===== config.mk =====
export PLATFORM = sky130hd
export DESIGN_NAME = ap_bank_tracker
export DESIGN_NICKNAME = d
export VERILOG_FILES = /design/src/rtl/ap_trk_pkg.sv /design/src/rtl/ap_down_timer.sv /design/src/rtl/ap_cmd_decode.sv /design/src/rtl/ap_bank_ctl.sv /design/src/rtl/ap_bank_tracker.sv
export SDC_FILE = /design/constraint.sdc
export NUM_CORES = 1
export LEC_CHECK = 0
export BUFFER_PORTS_ARGS = -buffer_cell sky130_fd_sc_hd__buf_2
export CORE_MARGIN = 1
export CORE_UTILIZATION = 55
export DETAILED_ROUTE_END_ITERATION = 10
export PLACE_DENSITY = 0.78
export SLEW_MARGIN = 10
export SYNTH_ARGS = -nofsm -noshare
export SYNTH_HDL_FRONTEND = slang
export SYNTH_SLANG_ARGS = --single-unit

===== constraint.sdc =====
create_clock -name clk -period 2.55 [get_ports clk]
set_clock_uncertainty 0.15 [all_clocks]
set_input_delay 0.6375 -clock clk [delete_from_list [all_inputs] [get_ports clk]]
set_output_delay 0.6375 -clock clk [all_outputs]
set_load 0.03 [all_outputs]

===== src/rtl/ap_trk_pkg.sv =====
package ap_trk_pkg;

  typedef enum logic [1:0] {
    CMD_NOP = 2'd0,
    CMD_ACT = 2'd1,
    CMD_RD  = 2'd2,
    CMD_WR  = 2'd3
  } cmd_kind_e;

  typedef enum logic [2:0] {
    BK_IDLE,
    BK_OPEN,
    BK_ARMED,
    BK_DRAIN,
    BK_CLOSE
  } bank_state_e;

  typedef struct packed {
    logic act;
    logic rw;
    logic wr;
    logic ap;
  } bank_req_t;

endpackage


===== src/rtl/ap_down_timer.sv =====
module ap_down_timer #(
  parameter int W = 4
) (
  input  logic         clk,
  input  logic         rst_n,
  input  logic         load,
  input  logic [W-1:0] load_val,
  input  logic         en,
  output logic [W-1:0] count,
  output logic         zero
);

  always_ff @(posedge clk) begin
    if (!rst_n) begin
      count <= '0;
    end else if (load) begin
      count <= load_val;
    end else if (en && (count != '0)) begin
      count <= count - 1'b1;
    end
  end

  assign zero = (count == '0);

endmodule


===== src/rtl/ap_cmd_decode.sv =====
module ap_cmd_decode
  import ap_trk_pkg::*;
#(
  parameter int NBANK = 4,
  parameter int BW    = 2
) (
  input  logic                        cmd_valid,
  input  logic [1:0]                  cmd_kind,
  input  logic [BW-1:0]               cmd_bank,
  input  logic                        cmd_ap,
  output bank_req_t [NBANK-1:0]       req
);

  cmd_kind_e kind;
  assign kind = cmd_kind_e'(cmd_kind);

  for (genvar b = 0; b < NBANK; b++) begin : g_dec
    logic hit;
    assign hit       = cmd_valid && (cmd_bank == BW'(b));
    assign req[b].act = hit && (kind == CMD_ACT);
    assign req[b].rw  = hit && ((kind == CMD_RD) || (kind == CMD_WR));
    assign req[b].wr  = hit && (kind == CMD_WR);
    assign req[b].ap  = hit && cmd_ap;
  end

endmodule


===== src/rtl/ap_bank_ctl.sv =====
module ap_bank_ctl
  import ap_trk_pkg::*;
#(
  parameter int TRAS = 7,
  parameter int TRP  = 3,
  parameter int TWR  = 2,
  parameter int CW   = 3
) (
  input  logic      clk,
  input  logic      rst_n,
  input  bank_req_t req,
  input  logic      burst_done,
  output logic      pre_start,
  output logic      ready,
  output logic      is_open
);

  localparam bit LONG_RP = (TRP > 1);

  bank_state_e state, nxt;
  logic        wr_flag;

  logic          ras_load, wr_load, rp_load;
  logic [CW-1:0] ras_cnt, wr_cnt, rp_cnt;
  logic [CW-1:0] wr_val;
  logic          ras_zero, wr_zero, rp_zero;
  logic          fire;

  assign ras_load = (state == BK_IDLE) && req.act;
  assign wr_load  = (state == BK_ARMED) && burst_done;
  assign wr_val   = wr_flag ? CW'(TWR) : '0;
  assign fire     = (state == BK_DRAIN) && ras_zero && wr_zero;
  assign rp_load  = fire;

  ap_down_timer #(.W(CW)) u_ras (
    .clk(clk), .rst_n(rst_n), .load(ras_load), .load_val(CW'(TRAS - 1)),
    .en(1'b1), .count(ras_cnt), .zero(ras_zero)
  );

  ap_down_timer #(.W(CW)) u_wrec (
    .clk(clk), .rst_n(rst_n), .load(wr_load), .load_val(wr_val),
    .en(state == BK_DRAIN), .count(wr_cnt), .zero(wr_zero)
  );

  ap_down_timer #(.W(CW)) u_rp (
    .clk(clk), .rst_n(rst_n), .load(rp_load), .load_val(CW'(TRP - 1)),
    .en(state == BK_CLOSE), .count(rp_cnt), .zero(rp_zero)
  );

  always_comb begin
    nxt = state;
    unique case (state)
      BK_IDLE:  if (req.act) nxt = BK_OPEN;
      BK_OPEN:  if (req.rw && req.ap) nxt = BK_ARMED;
      BK_ARMED: if (burst_done) nxt = BK_DRAIN;
      BK_DRAIN: if (fire) nxt = LONG_RP ? BK_CLOSE : BK_IDLE;
      BK_CLOSE: if (rp_zero || (rp_cnt == CW'(1))) nxt = BK_IDLE;
      default:  nxt = BK_IDLE;
    endcase
  end

  always_ff @(posedge clk) begin
    if (!rst_n) begin
      state   <= BK_IDLE;
      wr_flag <= 1'b0;
    end else begin
      state <= nxt;
      if ((state == BK_OPEN) && req.rw && req.ap) begin
        wr_flag <= req.wr;
      end
    end
  end

  assign pre_start = fire;
  assign ready     = !(fire || (state == BK_CLOSE));
  assign is_open   = (state == BK_OPEN) || (state == BK_ARMED) || (state == BK_DRAIN);

endmodule


===== src/rtl/ap_bank_tracker.sv =====
module ap_bank_tracker
  import ap_trk_pkg::*;
#(
  parameter int NBANK = 4,
  parameter int TRAS  = 7,
  parameter int TRP   = 3,
  parameter int TWR   = 2
) (
  input  logic                       clk,
  input  logic                       rst_n,
  input  logic                       cmd_valid,
  input  logic [1:0]                 cmd_kind,
  input  logic [$clog2(NBANK)-1:0]   cmd_bank,
  input  logic                       cmd_ap,
  input  logic [NBANK-1:0]           burst_done,
  output logic [NBANK-1:0]           pre_start,
  output logic [NBANK-1:0]           bank_ready,
  output logic [NBANK-1:0]           bank_open
);

  localparam int BW    = $clog2(NBANK);
  localparam int T_AB  = (TRAS > TRP) ? TRAS : TRP;
  localparam int T_MAX = (T_AB > TWR) ? T_AB : TWR;
  localparam int CW    = $clog2(T_MAX + 1);

  bank_req_t [NBANK-1:0] req;

  ap_cmd_decode #(.NBANK(NBANK), .BW(BW)) u_dec (
    .cmd_valid(cmd_valid),
    .cmd_kind (cmd_kind),
    .cmd_bank (cmd_bank),
    .cmd_ap   (cmd_ap),
    .req      (req)
  );

  for (genvar b = 0; b < NBANK; b++) begin : g_bank
    ap_bank_ctl #(.TRAS(TRAS), .TRP(TRP), .TWR(TWR), .CW(CW)) u_ctl (
      .clk       (clk),
      .rst_n     (rst_n),
      .req       (req[b]),
      .burst_done(burst_done[b]),
      .pre_start (pre_start[b]),
      .ready     (bank_ready[b]),
      .is_open   (bank_open[b])
    );
  end

endmodule


# After elaboration in Yosys (flattened, before gate mapping)
# Index checks and enable logic that the tools add are counted.
[totals] regBits=52 latchBits=0 ramBits=0 mem_bits_ro=0 in_bits=12 out_inout_bits=12 word_cells=269 memories=0
[op_classes] n_addsub=12 n_mul=0 n_div=0 order_cmp=0 n_eq_ne=46 n_shift=0 muxes=52 bitwise=1 n_reduce_logical=130
[op_table] cell="3-bit two-way mux" count=36
[op_table] cell="3-bit case mux with 5 select lines" count=4
[op_table] cell="1-bit logical AND" count=56
[op_table] cell="3-bit zero test" count=16
[op_table] cell="3-bit nonzero test" count=12
[op_table] cell="3-bit by 1-bit subtractor with 3-bit output, second input constant" count=12
[op_table] cell="2-bit by 1-bit != test with 1-bit output, second input constant" count=16
[op_table] cell="3-bit by 1-bit == test with 1-bit output, second input constant" count=8
[op_table] cell="3-bit by 2-bit == test with 1-bit output, second input constant" count=8
[op_table] cell="2-bit two-way mux" count=12
[op_table] cell="2-bit nonzero test" count=12
[op_table] cell="5-bit AND reduction" count=4
[op_table] cell="1-bit logical OR" count=17
[op_table] cell="2-bit OR reduction" count=8
[op_table] cell="3-bit == test, second input constant" count=4
[op_table] cell="2-bit == test, second input constant" count=4
[op_table] cell="2-bit != test, second input constant" count=4
[op_table] cell="2-bit by 1-bit == test with 1-bit output, second input constant" count=2
[op_table] cell="1-bit zero test" count=4
[op_table] cell="2-bit zero test" count=1
[op_table] cell="1-bit NOT" count=1

# Logic depth before layout (Yosys ltp)
# Gate-level depths: netlist of the first run.
[logic_depth] ltp_word=6 mapped_depth=7 mapped_depth_nobuf=7

# By module
# A second synthesis of the first run with hierarchy kept.
[hier_totals] cells_unflattened=434 hier_area_um2=3613.5
[by_module_without_submodules] module="ap_down_timer" instances=12 cells_each=21 area_per_inst_um2=185.2
[by_module_without_submodules] module="ap_bank_ctl" instances=4 cells_each=39 area_per_inst_um2=317.8
[by_module_without_submodules] module="ap_cmd_decode" instances=1 cells_each=26 area_per_inst_um2=120.1

# Least setup slack after synthesis of the first run
# No wires, ideal clock.
[synth_path] path_type="reg-to-output" from="register g_bank[0].u_ctl.u_ras.count[0]" to="output bank_ready[0]" t_arrival_ns=1.539 setup_slack_ns=0.223 stages_incl_launch_ff=8 cell_sequence="dfxtp_1 > nor2_1 > ha_1 > nand4b_1 > or3b_1 > inv_1 > nor2_1 > buf_4"
[synth_between] elab_chain_len=5
[synth_rtl] element="start, declared" line="ap_down_timer.sv:9" rtl="output logic [W-1:0] count,"
[synth_rtl] element="start signal, assigned" line="ap_down_timer.sv:17" rtl="count <= load_val;"
[synth_rtl] element="start signal, assigned" line="ap_down_timer.sv:19" rtl="count <= count - 1'b1;"
[synth_rtl] element="3-bit zero test" line="ap_down_timer.sv:23" rtl="assign zero = (count == '0);"
[synth_rtl] element="1-bit logical AND (2 in series)" line="ap_bank_ctl.sv:32" rtl="assign fire = (state == BK_DRAIN) && ras_zero && wr_zero;"
[synth_rtl] element="net g_bank[0].u_ctl.pre_start" line="ap_bank_ctl.sv:13" rtl="output logic pre_start,"
[synth_rtl] element="1-bit logical OR" line="ap_bank_ctl.sv:75" rtl="assign ready = !(fire || (state == BK_CLOSE));"
[synth_rtl] element="1-bit zero test" line="ap_bank_ctl.sv:75"
[synth_rtl] element="end, declared" line="ap_bank_tracker.sv:17" rtl="output logic [NBANK-1:0] bank_ready,"
# The timed path passes the listed nets, and every way through them passes these cells.

# Worst setup path in the final report of the first run
[layout_path] from="register g_bank[0].u_ctl.u_ras.count[1]" to="output bank_ready[0]"
[layout_between] elab_chain_len=5
[layout_rtl] element="3-bit zero test" line="ap_down_timer.sv:23"
[layout_rtl] element="1-bit logical AND (2 in series)" line="ap_bank_ctl.sv:32"
[layout_rtl] element="1-bit logical OR" line="ap_bank_ctl.sv:75"
[layout_rtl] element="1-bit zero test" line="ap_bank_ctl.sv:75"
# Every way passes these cells.

==> results, run 1 <==
- The worst endpoint data arrival time is between 1.5 and 2 ns.
- Synthesis handed over a netlist of 360 instances.
- The average cell area after synthesis is between 8 and 9 um^2.
- The number of global-route vias before repair is 2381.
- The clock tree from TritonCTS is built.
- The worst hold path passes through 2 cells.
- The global-route wire length before repair is roughly 10000 um.
- The met3 routing resource usage after global routing is between 3 and 4%.
- From synthesis to final layout, the design area changed by 9.88%.
- The global routing met2 resource utilization is a little under two fifths.
- The flow ran to the end, and the final reports show no timing, DRC or antenna violations.
- The worst path uses between 90% and 100% of the clock period.
- The number of endpoints with negative hold slack in the final report is 0.
- In this run the worst path has a maximum fanout of 3.
- Together, buffers and inverters on the worst path number 2.
- The final weighted congestion in routability-driven placement is 0.800.
- The proportion of synthesized flip-flops having asynchronous set or reset is 0%.
- The clock reaches the later pin of the worst-skew pair after 0.31 ns.
- The number of placement rows is 26.
- For met1 alone, demand over resource in global routing was between 20% and 30%.
- The wire-length estimate of the detail-placed layout is between 3000 and 4000 um.
- Setup violations remaining at the end of the flow were counted as 0.
- During I/O placement, the number of pins put on the boundary was 24.
- Across the run, the number of max-cap violations was 0.
- The headroom to the max-slew limit is about two thirds.
- The length in cells of the worst reg-to-reg path is 4.
- The floorplan step defined a die boundary enclosing 0.00588 mm^2.
- After global routing the overflow that remains totals 0.
- After detailed routing, the number of remaining DRC violations is 0.
- The global router's overall resource usage is 21.3%.
- The worst register-to-register path ends at g_bank[0].u_ctl.u_rp.count[1]$_SDFFE_PN0P_.
- Yosys printed 0 warnings.
- The commonest non-fill, non-tap cell in the layout is sky130_fd_sc_hd__dfxtp_1.
- The root cell of the clock tree is sky130_fd_sc_hd__clkbuf_8.
- The dominant synthesized flop cell is sky130_fd_sc_hd__dfxtp_1.
- In this run the standard cell core region covers between 0.005 and 0.006 mm^2.
- On the critical path the largest part of the delay comes from simple AND/OR/NAND/NOR gates.
- VDD sags by at most between 0.2 and 0.3 mV.
- The clock transition at the register clock pins on the worst setup and hold paths after CTS is 0.09 ns.
- The critical path goes through nor2_4, ha_4, nand4b_1, or3b_4, inv_4, nor2_2, buf_6.
- For this design the ratio of total power to cell area is 480 mW/mm^2.
- Of the synthesized area, sequential elements account for roughly a third.
- The layer with the highest usage is met2.
- The top cell type by total area after synthesis is sky130_fd_sc_hd__dfxtp_1.
- The number of clock buffers inserted by TritonCTS is 5.
- The largest net degree at the start of global routing is 26.
- The worst setup path is of the flip-flop to output port kind.
- The actual transition at the worst max-transition pin is between 0.5 and 0.6 ns.
- The floorplan step set the die height to between 70 and 80 um.
- After synthesis, the largest area contributor takes up roughly 34% of total cell area.
- The share of final-layout standard cells stronger than drive strength 1 is approximately a fifth.
- Input and output buffers added on the ports amount to 23.
- STA classifies the critical path startpoint as a flip-flop.
- In this run the critical register-to-register path is launched from g_bank[0].u_ctl.state[2]$_SDFFE_PN0P_.
- Counting flops with a built-in enable in the synthesized netlist gives 0.
- Summed over all layers, the routed wires come to around 5700 um.
- The critical path's slowest cell is sky130_fd_sc_hd__or3b_4.
- The average routed wire per standard cell is approximately 13 um.
- Leaving out fill and tap cells, the most frequent cells in the layout are sky130_fd_sc_hd__dfxtp_1 (47), sky130_fd_sc_hd__nor2_1 (41), sky130_fd_sc_hd__inv_1 (31), sky130_fd_sc_hd__nand2_1 (23), sky130_fd_sc_hd__ha_1 (23).
- Cells fill approximately 64% of the core in the end.
- The repair_antennas step left the layout with diodes totalling 0.
- The initial antenna violation count is 0.
- For this configuration, the core starts out at a cell density of approximately 60%.
- In this run the deepest clock path goes through 2 buffers.
- Summing every instance area after synthesis gives 0.00307 mm^2.
- Counting flops and latches in the post-synthesis netlist gives 52.
- The startpoint identified for the worst hold timing path is g_bank[3].u_ctl.wr_flag$_SDFFE_PN0P_.
- Counting the fill cells in the layout gives roughly 460.
- The endpoint type of the worst setup path is an output port.
- The total number of nets in the final design is around 420.
- In this run the horizontal extent of the chip is 76.7 um.
- The net count after synthesis is 399.
- The via density per instance is ~5.4.
- The maximum achievable frequency is 0.400 GHz.
- The number of distinct library cells after synthesis is 58.
- The critical path required time is ~1.8 ns.
- The count of routing violations after the opening detailed-route iteration is 159.
- The CTS sink count is 52.
- The final antenna-violating net count is 0.
- The worst path needs between 2 and 3 ns of the cycle, external delays included.
- On the worst path, the slowest cell contributes a delay of between 0.4 and 0.5 ns.
- The worst setup slack for register-to-register paths is 0.78 ns.
- The worst min-delay path category is flip-flop to flip-flop.
- The H-tree was split into 2 levels.
- The number of iterations in the first detailed-routing pass is 4.
- The via total after detailed routing is approximately 2400.
- The worst hold path terminates at g_bank[3].u_ctl.u_wrec.count[1]$_SDFFE_PN0P_.
- The number of max-slew violations in the final report is 0.
- The leakage power of the design is 1.43 nW.
- Yosys attributes the largest share of cell area to sky130_fd_sc_hd__dfxtp_1 (34%), sky130_fd_sc_hd__ha_1 (11%), sky130_fd_sc_hd__nor2_1 (5.4%).
- The overall power of the completed layout is 1.62 mW.
==> routing by layer <==
layer,share of wire [%],vias to the layer above,wire length (um)
li1,-,1247,-
met2,50,37,2820
met4,1.6,0,89
met1,46,1139,2600
met3,3.1,11,178
met5,0,-,0
==> metrics by stage <==
stage          cell area (um^2)  TNS [ns]  hold WS, ns  instances  setup slack [ns]
2_1_floorplan              3070         0        0.294        360             0.223
3_3_place_gp               3160         0        0.313        435             0.244
3_5_place_dp               3160         0        0.315        435             0.147
4_1_cts                    3310         0        0.328        447            0.0145
5_1_grt                    3370   -0.0647        0.368        451           -0.0222
6_report                   3370         0        0.324        451            0.0491
==> timing repair <==
item,4_1_cts,5_1_grt
resized for setup,10,14
pin swaps,4,3
setup buffers,4,4
hold buffers,0,0
setup endpoints to repair,4,8
==> how the worst max path moves through the flow <==
stage / start / to / slack, ns / depth (start not counted)
global placement: g_bank[0].u_ctl.u_ras.count[0]$_SDFFE_PP0P_ / bank_ready[0] / 0.24 / 7
CTS: g_bank[0].u_ctl.u_ras.count[0]$_SDFFE_PP0P_ / bank_ready[0] / 0.01 / 7
detailed placement: g_bank[0].u_ctl.u_ras.count[0]$_SDFFE_PP0P_ / bank_ready[0] / 0.15 / 7
finish: g_bank[0].u_ctl.u_ras.count[1]$_SDFFE_PN0P_ / bank_ready[0] / 0.05 / 7
global route: g_bank[0].u_ctl.u_ras.count[1]$_SDFFE_PN0P_ / bank_ready[0] / -0.02 / 7
floorplan: g_bank[0].u_ctl.u_ras.count[0]$_SDFFE_PP0P_ / bank_ready[0] / 0.22 / 7
==> layout make-up <==
class                   count  area (um^2)  area share (%)
multi-input cells         251         1790            53.0
flip-flops and latches     52         1050            31.2
repair buffers             36          221            6.58
inverters                  34          130            3.86
well taps                  70         87.6            2.60
clock buffers               7         86.3            2.56
clock inverters             1         7.51           0.223
==> registers in the layout, summed over array words and instances (netlist names) <==
name,flops
g_bank.u_ctl.u_wrec.count,12
g_bank.u_ctl.state,12
g_bank.u_ctl.u_rp.count,12
g_bank.u_ctl.u_ras.count,12
g_bank.u_ctl.wr_flag,4
==> power breakdown <==
| part | switching [mW] | internal (mW) | total, mW |
|---|---|---|---|
| combinational | 0.130 | 0.127 | 0.257 |
| sequential | 0.0265 | 0.841 | 0.867 |
| clock | 0.271 | 0.221 | 0.492 |
| total | 0.427 | 1.19 | 1.62 |
==> Yosys cell counts (3+ instances only) <==
| library cell | instances |
|---|---|
| sky130_fd_sc_hd__mux2i_1 | 10 |
| sky130_fd_sc_hd__o22ai_1 | 5 |
| sky130_fd_sc_hd__inv_1 | 34 |
| sky130_fd_sc_hd__mux2_1 | 3 |
| sky130_fd_sc_hd__nand3b_1 | 3 |
| sky130_fd_sc_hd__nor2_1 | 44 |
| sky130_fd_sc_hd__dfxtp_1 | 52 |
| sky130_fd_sc_hd__nor3b_1 | 3 |
| sky130_fd_sc_hd__nor2b_1 | 7 |
| sky130_fd_sc_hd__nor3_1 | 4 |
| sky130_fd_sc_hd__nand2b_1 | 7 |
| sky130_fd_sc_hd__nand4_1 | 4 |
| sky130_fd_sc_hd__xnor2_1 | 13 |
| sky130_fd_sc_hd__and3_1 | 8 |
| sky130_fd_sc_hd__ha_1 | 27 |
| sky130_fd_sc_hd__buf_4 | 14 |
| sky130_fd_sc_hd__o211ai_1 | 4 |
| sky130_fd_sc_hd__a31oi_1 | 6 |
| sky130_fd_sc_hd__a21oi_1 | 13 |
| sky130_fd_sc_hd__nand2_1 | 23 |
| sky130_fd_sc_hd__nand3_1 | 11 |
| sky130_fd_sc_hd__clkbuf_1 | 6 |
| sky130_fd_sc_hd__o21a_1 | 3 |
| sky130_fd_sc_hd__xor2_1 | 5 |
| sky130_fd_sc_hd__o21ai_0 | 10 |
==> worst reg2reg max path, delay by kind of cell, from the launching register on <==
family          cells  cell delay, ns
mux                 1            0.17
flops               1            0.46
simple gates        1            0.49
compound gates      2            0.41
==> cells by family after synthesis <==
kind of cell | synth area share, %
and+or+nand+nor | 23.8
xor gates and xnor gates | 5.14
muxes | 4.86
DFF | 34.0
AOI/OAI and AO/OA | 12.2
buffers and inverters | 9.02
adders and majority gates | 11.0
No activity file was read; power rests on OpenSTA's default activity.
==> inputs of run 2 (changes only) <==
CELL_PAD_IN_SITES_DETAIL_PLACEMENT = 2   (was default)
CELL_PAD_IN_SITES_GLOBAL_PLACEMENT = 2   (was default)
CORE_UTILIZATION = 37   (was 55)
PLACE_DENSITY = 0.84   (was 0.78)
==> results, run 2 (same netlist as run 1, synthesis figures left out) <==
- The average routed wire per standard cell is roughly 17 um.
- Summing all flip-flop and latch instances after layout gives 0.00105 mm^2.
- The largest driver fanout on the critical path is 3.
- The largest single stage delay on the critical path is roughly 0.44 ns.
- Together, buffers and inverters on the worst path number 2.
- The multi-input combinational cells in the finished layout cover a total of around 0.0018 mm^2.
- Data arrives at the worst endpoint at 1.79 ns.
- TritonCTS built the clock tree.
- The number of H-tree branching levels is 2.
- The endpoint type of the worst setup path is an output port.
- Dividing the detail-routed via count by the number of cells gives between 5 and 6.
- The kind of start point of the critical path is a flip-flop.
- The count of routing violations after the opening detailed-route iteration is between 40 and 50.
- For the pin with the worst max-slew slack, the measured transition is about 0.67 ns.
- In this run the core area contains 32 standard-cell rows.
- The max-cap check violation count is 0.
- The total congestion overflow is 0.
- Relative to the synthesized area, the layout overhead comes to 12.0%.
- The largest individual stage delay along the critical path comes from the cell sky130_fd_sc_hd__or3b_4.
- The total routed wirelength is about 8100 um.
- The top cell types in the final layout, fill and taps aside, are sky130_fd_sc_hd__dfxtp_1 (49), sky130_fd_sc_hd__nor2_1 (40), sky130_fd_sc_hd__inv_1 (31), sky130_fd_sc_hd__ha_1 (23), sky130_fd_sc_hd__nand2_1 (22).
- The worst-case vdd ir drop is about 0.19 mV.
- The core region is approximately 0.0079 mm^2.
- For this run, the detailed router's first-pass iteration total came to 4.
- Buffers inserted to repair hold after CTS numbered 0.
- The largest net degree at the start of global routing is 26.
- The critical path goes through nor2_4, ha_4, nand4b_1, or3b_4, inv_4, nor2_2, buf_6.
- The initial utilization of the core area, before any placement, comes to a little under 40%.
- In the final timing run, aggregate negative setup slack is -0.0273 ns.
- In this run the vertical extent of the chip is 93.0 um.
- The global router's overall resource usage is approximately 20%.
- The CTS sink count is 52.
- Timing would allow up to between 0.3 and 0.4 GHz.
- The first global-routing pass estimated 13600 um of wire.
- Cells with a size suffix above 1 make up between 10% and 20% of the layout.
- In this run the tightest slew margin relative to its limit is a little under three fifths.
- The leakage power of the design is 1.44 nW.
- The net count of the finished layout is 418.
- The run finished, with violations left.
- Setup violations remaining at the end of the flow were counted as 1.
- The number of fill cells is between 800 and 900.
- The power density normalized to cell area is 503 mW/mm^2.
- At the end of routability-driven placement, the weighted congestion stood at between 0.7 and 0.8.
- The final cycle utilization of the critical path is 101%.
- The final instance area is roughly 0.0034 mm^2.
- The HPWL after detailed placement is between 5000 and 6000 um.
- The number of remaining DRC errors is 0.
- The clock reaches the later pin of the worst-skew pair after between 0.3 and 0.4 ns.
- The number of endpoints with negative hold slack in the final report is 0.
- The number of top-level design ports is 24.
- The number of global-route vias before repair is between 2000 and 3000.
- The commonest non-fill, non-tap cell in the layout is sky130_fd_sc_hd__dfxtp_1.
- The number of buffers inserted by port buffering is 23.
- The placed instance area is 0.00319 mm^2.
- The critical path required time is between 1.5 and 2 ns.
- No sink is reached through more buffers than the 2 on the longest clock path.
- The repair_antennas step left the layout with diodes totalling 0.
- The smallest setup slack after layout is -0.0273 ns.
- For the finished layout, the period the worst path requires is between 2 and 3 ns.
- The number of clock buffers inserted by TritonCTS is 5.
- The die boundary width is 93.0 um.
- Setup repair after global routing could not meet its margin everywhere.
- The minimum hold slack is about 0.33 ns.
- For this block, the via count after detailed routing is around 2500.
- The root cell of the clock tree is sky130_fd_sc_hd__clkbuf_8.
- The worst min-delay path category is flip-flop to flip-flop.
- The initial antenna violation count is 0.
- The final antenna-violating net count is 0.
- The number of max-slew violations in the final report is 0.
- The clock transition at the register clock pins on the worst setup and hold paths after CTS is roughly 0.10 ns.
- The critical path class is flip-flop to output port.
- The die area is about 0.0087 mm^2.
- The checks that failed: setup timing.
- Total power for the finished layout comes to ~1.7 mW.
- The worst slack after detailed placement is around 0.13 ns.
- Grouping stages by cell kind, the critical path spends the most delay in simple AND/OR/NAND/NOR gates.
[run 2: layer usage]
metal  vias to the layer above  wire length, um  GRT usage (%)
li1                       1244                -              -
met5                         -                0              0
met4                         0               83           4.49
met3                         6              150           4.15
met2                        26             4450           38.2
met1                      1256             3460           22.8
[run 2: timing repair]
action,CTS,global route
resized for setup,10,21
setup buffers,4,4
pin swaps,2,6
endpoints found under the setup margin,8,8
[run 2: worst min-delay path, stage by stage (launching register included)]
cell	delay [ns]
sky130_fd_sc_hd__dfxtp_1	0.33
sky130_fd_sc_hd__nand2_1	0.06
sky130_fd_sc_hd__o22ai_1	0.06
[run 2: worst paths after layout]
check | start | endpoint | slack [ns] | depth (start not counted)
setup / recovery | g_bank[0].u_ctl.u_ras.count[0]$_SDFFE_PP0P_ | bank_ready[0] | -0.03 | 7
hold / removal | g_bank[3].u_ctl.wr_flag$_SDFFE_PN0P_ | g_bank[3].u_ctl.u_wrec.count[1]$_SDFFE_PN0P_ | 0.33 | 2
setup reg to reg | g_bank[0].u_ctl.u_ras.count[1]$_SDFFE_PN0P_ | g_bank[0].u_ctl.u_ras.count[1]$_SDFFE_PN0P_ | 0.73 | 6
hold reg to reg | g_bank[3].u_ctl.wr_flag$_SDFFE_PN0P_ | g_bank[3].u_ctl.u_wrec.count[1]$_SDFFE_PN0P_ | 0.33 | 2
[run 2: per-stage QoR]
step	instances	utilization, %
after floorplan	360	-
after global placement	466	40.4
after detailed placement	466	40.4
after CTS	478	42.4
after global routing	482	43.5
final	482	43.5
[run 2: layout make-up]
cell class,instances,share of cell area [%]
clock buffers,6,2.11
clock inverters,2,1.02
inverters,34,3.79
multi-input cells,251,52.4
flip-flops and latches,52,30.5
well taps,102,3.72
repair buffers,35,6.45
[run 2: report_power, final]
group / internal [mW] / switching, mW
clock network: 0.292 / 0.289
logic: 0.131 / 0.145
registers: 0.841 / 0.0301
